===== src/rtl/msi_cap_pkg.sv =====
// Package: shared constants, write-target encoding and the vector-count
// decode for the MSI capability register block.
// Assumes a 16-bit control word and at most 32 vectors.
package msi_cap_pkg;

    localparam int CTL_W    = 16;
    localparam int WORD_W   = 32;
    localparam int DATA_W   = 16;
    localparam int MAX_VEC  = 32;
    localparam int VCNT_W   = $clog2(MAX_VEC) + 1;
    localparam int SIZE_W   = 8;

    // control bit positions (decoded by the routing logic)
    localparam int EN_BIT   = 0;
    localparam int MME_LO   = 4;
    localparam int MME_HI   = 6;
    localparam int A64_BIT  = 7;
    localparam int PVM_BIT  = 8;

    localparam logic [CTL_W-1:0] CTL_WR_MASK = 16'h0071;

    localparam logic [SIZE_W-1:0] SIZE_BASE = 8'h0A;
    localparam logic [SIZE_W-1:0] SIZE_A64  = 8'h04;
    localparam logic [SIZE_W-1:0] SIZE_PVM  = 8'h0A;

    typedef enum logic [2:0] {
        TGT_NONE,
        TGT_CTL_HALF,
        TGT_CTL_WORD,
        TGT_ADDR_LO,
        TGT_ADDR_HI,
        TGT_DATA,
        TGT_MASK
    } wr_tgt_e;

    // number of vectors selected by the multi-message enable field
    function automatic logic [VCNT_W-1:0] vec_count_of(input logic [2:0] field);
        if (field > 3'd5) begin
            return '0;
        end
        return VCNT_W'(1) << field;
    endfunction

endpackage


===== src/rtl/msi_wr_decode.sv =====
// Module: msi_wr_decode
// Maps a write (offset, size) onto one capability register. The layout
// follows the two fixed capability bits passed as parameters.
// Assumes one write per cycle; purely combinational.
module msi_wr_decode
    import msi_cap_pkg::*;
#(
    parameter int OFF_W  = 8,
    parameter bit ADDR64 = 1'b1,
    parameter bit PVM    = 1'b1
) (
    input  logic             wr_en,
    input  logic [OFF_W-1:0] wr_off,
    input  logic [2:0]       wr_bytes,
    output wr_tgt_e          tgt,
    output logic             hit,
    output logic             miss
);

    localparam logic [OFF_W-1:0] OFF_CTL_W  = OFF_W'(0);
    localparam logic [OFF_W-1:0] OFF_CTL_H  = OFF_W'(2);
    localparam logic [OFF_W-1:0] OFF_ALO    = OFF_W'(4);
    localparam logic [OFF_W-1:0] OFF_AHI    = OFF_W'(8);
    localparam logic [OFF_W-1:0] OFF_DATA   = ADDR64 ? OFF_W'(12) : OFF_W'(8);
    localparam logic [OFF_W-1:0] OFF_MASK   = ADDR64 ? OFF_W'(16) : OFF_W'(12);

    // select the register addressed by offset and access size
    always_comb begin
        tgt = TGT_NONE;
        if (wr_bytes == 3'd2) begin
            if (wr_off == OFF_CTL_H) begin
                tgt = TGT_CTL_HALF;
            end else if (wr_off == OFF_DATA) begin
                tgt = TGT_DATA;
            end
        end else if (wr_bytes == 3'd4) begin
            if (wr_off == OFF_CTL_W) begin
                tgt = TGT_CTL_WORD;
            end else if (wr_off == OFF_ALO) begin
                tgt = TGT_ADDR_LO;
            end else if (wr_off == OFF_DATA) begin
                tgt = TGT_DATA;
            end else if (ADDR64 && (wr_off == OFF_AHI)) begin
                tgt = TGT_ADDR_HI;
            end else if (PVM && (wr_off == OFF_MASK)) begin
                tgt = TGT_MASK;
            end
        end
    end

    // split the strobe into accepted and rejected writes
    always_comb begin
        hit  = wr_en && (tgt != TGT_NONE);
        miss = wr_en && (tgt == TGT_NONE);
    end

endmodule


===== src/rtl/msi_ctl_reg.sv =====
// Module: msi_ctl_reg
// Holds the message control word. Only the enable bit and the
// multi-message enable field are writable. Produces the enable, disable and
// refresh events, registered so they line up with the updated word.
// Assumes hit/tgt come from msi_wr_decode in the same cycle.
module msi_ctl_reg
    import msi_cap_pkg::*;
#(
    parameter logic [CTL_W-1:0] CAP_CTL = 16'h0186
) (
    input  logic              clk,
    input  logic              rst_n,
    input  logic              hit,
    input  wr_tgt_e           tgt,
    input  logic [WORD_W-1:0] wr_data,
    output logic [CTL_W-1:0]  msg_ctl,
    output logic              ev_enable,
    output logic              ev_disable,
    output logic              ev_refresh
);

    localparam logic [CTL_W-1:0] CTL_RESET = CAP_CTL & ~CTL_WR_MASK;

    logic [CTL_W-1:0] ctl_src;
    logic             ctl_sel;
    logic [CTL_W-1:0] ctl_nxt;

    // merge the writable bits of the incoming half word into the control word
    always_comb begin
        ctl_src = (tgt == TGT_CTL_WORD) ? wr_data[WORD_W-1:CTL_W] : wr_data[CTL_W-1:0];
        ctl_sel = hit && ((tgt == TGT_CTL_HALF) || (tgt == TGT_CTL_WORD));
        ctl_nxt = ctl_sel ? ((msg_ctl & ~CTL_WR_MASK) | (ctl_src & CTL_WR_MASK)) : msg_ctl;
    end

    // register the control word and derive the routing events
    always_ff @(posedge clk) begin
        if (!rst_n) begin
            msg_ctl    <= CTL_RESET;
            ev_enable  <= 1'b0;
            ev_disable <= 1'b0;
            ev_refresh <= 1'b0;
        end else begin
            msg_ctl    <= ctl_nxt;
            ev_enable  <= ctl_nxt[EN_BIT] & ~msg_ctl[EN_BIT];
            ev_disable <= ~ctl_nxt[EN_BIT] & msg_ctl[EN_BIT];
            ev_refresh <= hit & ctl_nxt[EN_BIT];
        end
    end


    ctl_ro_stable_chk: assert property (@(posedge clk) disable iff (!rst_n)
        $stable(msg_ctl & ~CTL_WR_MASK));


    ev_enable_edge_chk: assert property (@(posedge clk) disable iff (!rst_n)
        ev_enable |-> (msg_ctl[EN_BIT] && !$past(msg_ctl[EN_BIT])));


    ev_disable_edge_chk: assert property (@(posedge clk) disable iff (!rst_n)
        ev_disable |-> (!msg_ctl[EN_BIT] && $past(msg_ctl[EN_BIT])));


    ev_exclusive_chk: assert property (@(posedge clk) disable iff (!rst_n)
        !(ev_enable && ev_disable));


    ev_refresh_en_chk: assert property (@(posedge clk) disable iff (!rst_n)
        ev_refresh |-> msg_ctl[EN_BIT]);

endmodule


===== src/rtl/msi_vec_status.sv =====
// Module: msi_vec_status
// Decodes the enabled-vector count, the effective per-vector mask status
// and the structure size from the control fields and the mask register.
// Assumes the capability bits are constant after reset.
module msi_vec_status
    import msi_cap_pkg::*;
#(
    parameter int NUM_VEC = 32
) (
    input  logic               clk,
    input  logic               rst_n,
    input  logic [2:0]         mme_field,
    input  logic               cap_a64,
    input  logic               cap_pvm,
    input  logic [NUM_VEC-1:0] mask_bits,
    output logic [VCNT_W-1:0]  vec_count,
    output logic [NUM_VEC-1:0] vec_masked,
    output logic [SIZE_W-1:0]  cap_size
);

    // count of vectors granted by software
    always_comb begin
        vec_count = vec_count_of(mme_field);
    end

    // each vector is masked only if masking is supported and its bit is set
    for (genvar v = 0; v < NUM_VEC; v++) begin : g_vmask
        assign vec_masked[v] = cap_pvm & mask_bits[v];
    end

    // size grows with the optional upper address and mask/pending words
    always_comb begin
        cap_size = SIZE_BASE
                 + (cap_a64 ? SIZE_A64 : '0)
                 + (cap_pvm ? SIZE_PVM : '0);
    end


    vcnt_pow2_chk: assert property (@(posedge clk) disable iff (!rst_n)
        $onehot0(vec_count));


    vcnt_zero_chk: assert property (@(posedge clk) disable iff (!rst_n)
        (mme_field > 3'd5) |-> (vec_count == '0));


    vmask_gate_chk: assert property (@(posedge clk) disable iff (!rst_n)
        !cap_pvm |-> (vec_masked == '0));

endmodule


===== src/rtl/msi_cap_regs.sv =====
// Module: msi_cap_regs (top)
// MSI capability register image with a configuration write port. The layout
// depends on the 64-bit and per-vector-mask bits of CAP_CTL. Optional
// registers are generated only when their capability is present.
// Assumes at most one write per cycle and synchronous active-low reset.
module msi_cap_regs
    import msi_cap_pkg::*;
#(
    parameter logic [15:0] CAP_CTL = 16'h0186,
    parameter int          OFF_W   = 8,
    parameter int          NUM_VEC = 32
) (
    input  logic               clk,
    input  logic               rst_n,
    input  logic               wr_en,
    input  logic [OFF_W-1:0]   wr_off,
    input  logic [2:0]         wr_bytes,
    input  logic [31:0]        wr_data,
    output logic [15:0]        msg_ctl,
    output logic [31:0]        msg_addr_lo,
    output logic [31:0]        msg_addr_hi,
    output logic [15:0]        msg_data,
    output logic [NUM_VEC-1:0] mask_bits,
    output logic [5:0]         vec_count,
    output logic [NUM_VEC-1:0] vec_masked,
    output logic [7:0]         cap_size,
    output logic               ev_enable,
    output logic               ev_disable,
    output logic               ev_refresh,
    output logic               wr_err
);

    localparam bit ADDR64 = CAP_CTL[A64_BIT];
    localparam bit PVM    = CAP_CTL[PVM_BIT];

    wr_tgt_e tgt;
    logic    hit;
    logic    miss;

    msi_wr_decode #(
        .OFF_W  (OFF_W),
        .ADDR64 (ADDR64),
        .PVM    (PVM)
    ) u_decode (
        .wr_en    (wr_en),
        .wr_off   (wr_off),
        .wr_bytes (wr_bytes),
        .tgt      (tgt),
        .hit      (hit),
        .miss     (miss)
    );

    msi_ctl_reg #(
        .CAP_CTL (CAP_CTL)
    ) u_ctl (
        .clk        (clk),
        .rst_n      (rst_n),
        .hit        (hit),
        .tgt        (tgt),
        .wr_data    (wr_data),
        .msg_ctl    (msg_ctl),
        .ev_enable  (ev_enable),
        .ev_disable (ev_disable),
        .ev_refresh (ev_refresh)
    );

    // lower address register, low two bits always zero
    always_ff @(posedge clk) begin
        if (!rst_n) begin
            msg_addr_lo <= '0;
        end else if (hit && (tgt == TGT_ADDR_LO)) begin
            msg_addr_lo <= {wr_data[31:2], 2'b00};
        end
    end

    // message data register, keeps the low half of any write
    always_ff @(posedge clk) begin
        if (!rst_n) begin
            msg_data <= '0;
        end else if (hit && (tgt == TGT_DATA)) begin
            msg_data <= wr_data[15:0];
        end
    end

    if (ADDR64) begin : g_addr_hi
        // upper address register, present with 64-bit capability
        always_ff @(posedge clk) begin
            if (!rst_n) begin
                msg_addr_hi <= '0;
            end else if (hit && (tgt == TGT_ADDR_HI)) begin
                msg_addr_hi <= wr_data;
            end
        end
    end else begin : g_no_addr_hi
        assign msg_addr_hi = '0;
    end

    if (PVM) begin : g_mask
        // mask register, present with per-vector masking capability
        always_ff @(posedge clk) begin
            if (!rst_n) begin
                mask_bits <= '0;
            end else if (hit && (tgt == TGT_MASK)) begin
                mask_bits <= wr_data[NUM_VEC-1:0];
            end
        end
    end else begin : g_no_mask
        assign mask_bits = '0;
    end

    // one-cycle error pulse for writes that matched no register
    always_ff @(posedge clk) begin
        if (!rst_n) begin
            wr_err <= 1'b0;
        end else begin
            wr_err <= miss;
        end
    end

    msi_vec_status #(
        .NUM_VEC (NUM_VEC)
    ) u_vec (
        .clk        (clk),
        .rst_n      (rst_n),
        .mme_field  (msg_ctl[MME_HI:MME_LO]),
        .cap_a64    (msg_ctl[A64_BIT]),
        .cap_pvm    (msg_ctl[PVM_BIT]),
        .mask_bits  (mask_bits),
        .vec_count  (vec_count),
        .vec_masked (vec_masked),
        .cap_size   (cap_size)
    );


    addr_lo_align_chk: assert property (@(posedge clk) disable iff (!rst_n)
        msg_addr_lo[1:0] == 2'b00);


    err_no_change_chk: assert property (@(posedge clk) disable iff (!rst_n)
        wr_err |-> ($stable(msg_ctl) && $stable(msg_addr_lo) && $stable(msg_addr_hi)
                    && $stable(msg_data) && $stable(mask_bits)));


    mask_absent_chk: assert property (@(posedge clk) disable iff (!rst_n)
        !msg_ctl[PVM_BIT] |-> (mask_bits == '0));

endmodule


===== config.mk =====
export PLATFORM = sky130hd
export DESIGN_NAME = msi_cap_regs
export DESIGN_NICKNAME = d
export VERILOG_FILES = /design/src/rtl/msi_cap_pkg.sv /design/src/rtl/msi_wr_decode.sv /design/src/rtl/msi_ctl_reg.sv /design/src/rtl/msi_vec_status.sv /design/src/rtl/msi_cap_regs.sv
export SDC_FILE = /design/constraint.sdc
export NUM_CORES = 1
export LEC_CHECK = 0
export CORE_ASPECT_RATIO = 0.7
export CORE_UTILIZATION = 48
export CTS_BUF_LIST = sky130_fd_sc_hd__clkbuf_2
export DETAILED_ROUTE_END_ITERATION = 10
export DONT_BUFFER_PORTS = 1
export PLACE_DENSITY = 0.73
export SYNTH_ARGS = -nofsm -noshare
export SYNTH_HDL_FRONTEND = slang
export SYNTH_SLANG_ARGS = --single-unit

===== constraint.sdc =====
create_clock -name clk -period 1.92 [get_ports clk]
set_input_delay 0.096 -clock clk [delete_from_list [all_inputs] [get_ports clk]]
set_output_delay 0.096 -clock clk [all_outputs]
set_load 0.005 [all_outputs]

==> impl_metrics.py, run 1 <==
metrics = {
    "synthesis": {
        "synth_area_leader_cell": "dfxtp_1",
        "syn_area_um2": 5040,
        "synth-edff-count": 0,
        "synth_warnings": 0,
        "ys_seq_area_frac": 0.468,
        "syn_area_per_cell_um2": 8.57,
        "syn_inst": 589,
        "ys.flop_type": "dfxtp_1",
        "synth-async-reset-ratio": 0,
        "synth_most_common_cell": "nand2_1",
        "ys_ff_latch": 118,
        "synthTopCellsByCount": "nand2_1 (176), dfxtp_1 (118), buf_4 (54), mux2i_1 (53), o21ai_0 (36)",
        "synth_cell_type_count": 40,
        "synth_top_area_frac": 0.468,
        "synthTopCellsByArea": "dfxtp_1 (47%), nand2_1 (13%), mux2i_1 (11%)",
    },
    "run_status": {
        "haltStage": "clock tree synthesis (4_1_cts)",
        "status": "did not finish",
        "first-error": "[ERROR RSZ-0060] Max buffer count reached.",
    },
    "floorplanning": {
        "chipHeight_um": 87.8,
        "rows": 30,
        "start_util": 0.507,
        "die_w_um": 125,
        "io_pins": 224,
    },
    "clocking": {
        "clock_sinks": 118,
        "cts_buffers": 17,
        "cts.htree.levels": 4,
        "postCtsResizedCells": 0,
        "cts_root_buffer": "clkbuf_2",
        "clockBufferDepth": 2,
        "cts_hold_buf": 139,
        "cts_setup_buffers": 0,
    },
    "placed_design": {
        "dp_cells": 657,
        "placed_cell_area_um2": 4860,
        "hpwl_mm": 8.11,
        "gp_congestion": 0.820,
        "io_buffers": 0,
    },
}
## stage by stage
step / setup WS [ns] / utilization
2_1_floorplan: -0.0956 / -
3_3_place_gp: -0.125 / 0.488
3_5_place_dp: -0.152 / 0.488
## cell families after synthesis
group / Yosys count / share of synthesized area
buf+inv: 96 / 0.117
compound gates: 83 / 0.105
mux: 53 / 0.105
simple gates: 237 / 0.203
flops: 118 / 0.468
other cells: 2 / 0.00149
==> run 2: changes to the inputs <==
- CORE_ASPECT_RATIO: 0.7 -> not set
- CORE_UTILIZATION: 48 -> 33
- CTS_BUF_LIST: sky130_fd_sc_hd__clkbuf_2 -> not set
- PLACE_DENSITY: 0.73 -> not set
- PLACE_DENSITY_LB_ADDON: not set -> 0.15
- clock period: 1.92 -> 2.5 ns (I/O delays scaled with it)
==> run 2 against run 1 <==
The flow now finishes, with violations (design-rule violations, negative hold slack). Area after synthesis is the same. Synthesized cell count is the same.
==> impl_metrics.py, run 2 <==
metrics = {
    "run_status": {
        "status": "complete, but fails checks",
        "violations": "design-rule violations, negative hold slack",
    },
    "power": {
        "power_density_nw_per_um2": 718,
        "power_mw": 4.50,
        "leakagePower_nw": 2.57,
        "irDropWorstVdd_v": 0.000436,
    },
    "global_routing": {
        "grt_start_max_net_pins": 138,
        "grt_use_total": 0.181,
        "grt_pass1_vias": 4084,
        "grt_antenna_before_repair": 0,
        "grt_pass1_wl_mm": 21.8,
        "grt_overflow": 0,
    },
    "finish": {
        "num_antenna_cells": 0,
        "top_regs": "mask_bits: 32 flops, msg_addr_hi: 32 flops, msg_addr_lo: 30 flops",
        "area.growth.synth_to_final_pct": 24.3,
        "layout_common_cells": "nand2_1 (176), dfxtp_1 (118), dlygate4sd3_1 (80)",
        "utilization": 0.427,
        "layout_commonest_cell": "nand2_1",
        "drive_above_1_share": 0.0772,
        "final_nets": 668,
    },
    "critical_path": {
        "cp.required_ns": 2.85,
        "arrival_ns": 2.71,
        "crit_top_cell": "dlygate4sd3_1",
        "regToRegEndpoint": "mask_bits[23]",
        "path_class": "input pin to register",
        "r2r_cells": 4,
        "cp-startpoint": "wr_off[1]",
        "r2r_slack_ns": 0.73,
        "worstSetupEndpointType": "register",
        "critPathSlowestCell": "dlygate4sd3_1",
        "endpoint": "mask_bits[8]",
        "critical_path.max_stage_delay_ns": 0.59,
        "reg2reg_from": "mask_bits[23]",
        "cp-start-kind": "input pin",
        "crit_chain": "or3b_2 > a211oi_1 > o2111a_2 > buf_6 > nand3_1 > dlygate4sd3_1 > o21ai_0 > dlygate4sd3_1",
        "worstPathMaxFanout": 28,
    },
    "timing": {
        "fmax_mhz": 423,
        "finalCriticalPeriod_ns": 2.37,
        "hold_ws_ns": -0.00237,
        "slew_headroom": 0.631,
        "setup_tns_ns": 0,
        "slew_viol_final": 0,
        "worst_slew_pin_slew_ns": 0.551,
        "fin_crit_sh": 0.947,
        "hold_viol": 1,
        "finalWorstSetupSlack_ns": 0.133,
        "skew_ns": 0.000958,
        "rsz0062_at_grt": "no",
        "final-setup-viol-count": 0,
    },
    "clocking": {
        "clock_latency_ns": 0.41,
        "clock_sinks": 118,
        "cts.clk_slew.worst_paths_ns": 0.05,
        "cts.htree.levels": 4,
        "cts_root_buffer": "clkbuf_16",
        "clockBufferDepth": 2,
        "cts_tree": "yes",
        "cts_buffers": 17,
    },
    "synthesis": {
        "ys_seq_area_frac": 0.468,
        "ys_ff_latch": 118,
        "synth_area_leader_cell": "dfxtp_1",
        "synth_top_family_by_area": "simple AND/OR/NAND/NOR gates",
        "synth_compound_area_frac": 0.105,
        "synthTopCellsByCount": "nand2_1 (176), dfxtp_1 (118), buf_4 (54), mux2i_1 (53), o21ai_0 (36)",
        "synth_fa_ha_area_frac": 0,
        "syn_area_um2": 5040,
        "ys.flop_type": "dfxtp_1",
        "synth_top_area_frac": 0.468,
        "synth-async-reset-ratio": 0,
        "synth_xor_xnor_area_share": 0,
        "synth-edff-count": 0,
        "synth_most_common_cell": "nand2_1",
        "syn_area_per_cell_um2": 8.57,
        "synth_cell_type_count": 40,
        "synth-simple-area-share": 0.203,
        "synth_mux_area_frac": 0.105,
        "synth_warnings": 0,
        "synthTopCellsByArea": "dfxtp_1 (47%), nand2_1 (13%), mux2i_1 (11%)",
        "syn_inst": 589,
    },
    "placed_design": {
        "io_buffers": 0,
        "pre_cts_slack_ns": 0.367,
        "gp_congestion": 0.749,
        "hpwl_mm": 8.40,
    },
    "floorplanning": {
        "start_util": 0.343,
        "die_w_um": 126,
        "chipHeight_um": 126,
        "rows": 44,
        "core_um2": 14700,
        "io_pins": 224,
        "dieArea_um2": 15800,
    },
    "drt": {
        "wl_mm": 13.7,
        "dr_total_vias": 4021,
        "final_antenna_net_count": 0,
        "wire_per_inst_um": 16.8,
        "first_iter_violations": 196,
        "drc": 10,
        "vias_per_cell": 4.91,
        "dr.pass1.iters": 7,
    },
    "job": {
        "max-cap-violations": 0,
    },
    "worst_hold_path": {
        "hold_class": "input pin to register",
    },
}
-- run 2: final cells by class --
cell class / instances / area, um2
repair buffers: 89 / 892
flip-flops and latches: 118 / 2360
clock inverters: 10 / 121
fillers: 1417 / 8430
inverters: 1 / 3.75
well taps: 184 / 230
clock buffers: 22 / 484
multi-input cells: 395 / 2180
-- run 2: how the worst min path moves through the flow --
| stage | cells after the start | to | slack, ns | start |
|---|---|---|---|---|
| 6_report | 4 | u_ctl.ev_enable | -0.002 | wr_off[0] |
| 4_1_cts | 4 | u_ctl.ev_enable | 0.02 | wr_off[0] |
| 3_3_place_gp | 2 | mask_bits[2] | 0.26 | wr_data[2] |
| 3_5_place_dp | 2 | mask_bits[2] | 0.26 | wr_data[2] |
| 5_1_grt | 4 | u_ctl.ev_enable | 0.007 | wr_off[0] |
| 2_1_floorplan | 2 | mask_bits[0] | 0.26 | wr_data[0] |
-- run 2: cell families after synthesis --
family	Yosys count
and+or+nand+nor	237
DFF	118
buffers and inverters	96
AOI/OAI and AO/OA	83
muxes	53
other	2
-- run 2: critical path, delay by kind of cell --
kind,cells,cell delay (ns)
AND/OR/NAND/NOR,2,0.60
buffers and inverters,3,1.38
AO/OA/AOI/OAI,3,0.59
-- run 2: power breakdown --
| part | switching (mW) | internal [mW] |
|---|---|---|
| logic | 0.0944 | 0.0780 |
| registers | 0.000922 | 1.88 |
| clock network | 0.874 | 1.57 |
-- run 2: routing by layer --
layer  part of all wire  global-route usage  up-vias
li1                   -                   -     1949
met1               0.41               0.196     1894
met2               0.47               0.301      156
met3               0.11              0.0854       22
met4              0.016              0.0811        0
met5                  0                   0        -
-- run 2: stage by stage --
stage,area [um2],cells
3_5_place_dp,4820,706
2_1_floorplan,5120,609
3_3_place_gp,4820,706
5_1_grt,6270,819
6_report,6270,819
4_1_cts,6260,819
-- run 2: timing repair --
item / 4_1_cts / 5_1_grt
endpoints found under the setup margin: 0 / 6
setup buffers: 0 / 0
hold buffers: 81 / 0
resized for setup: 0 / 4
endpoints found under the hold margin: 118 / 0
(Power assumes the default switching activity.)
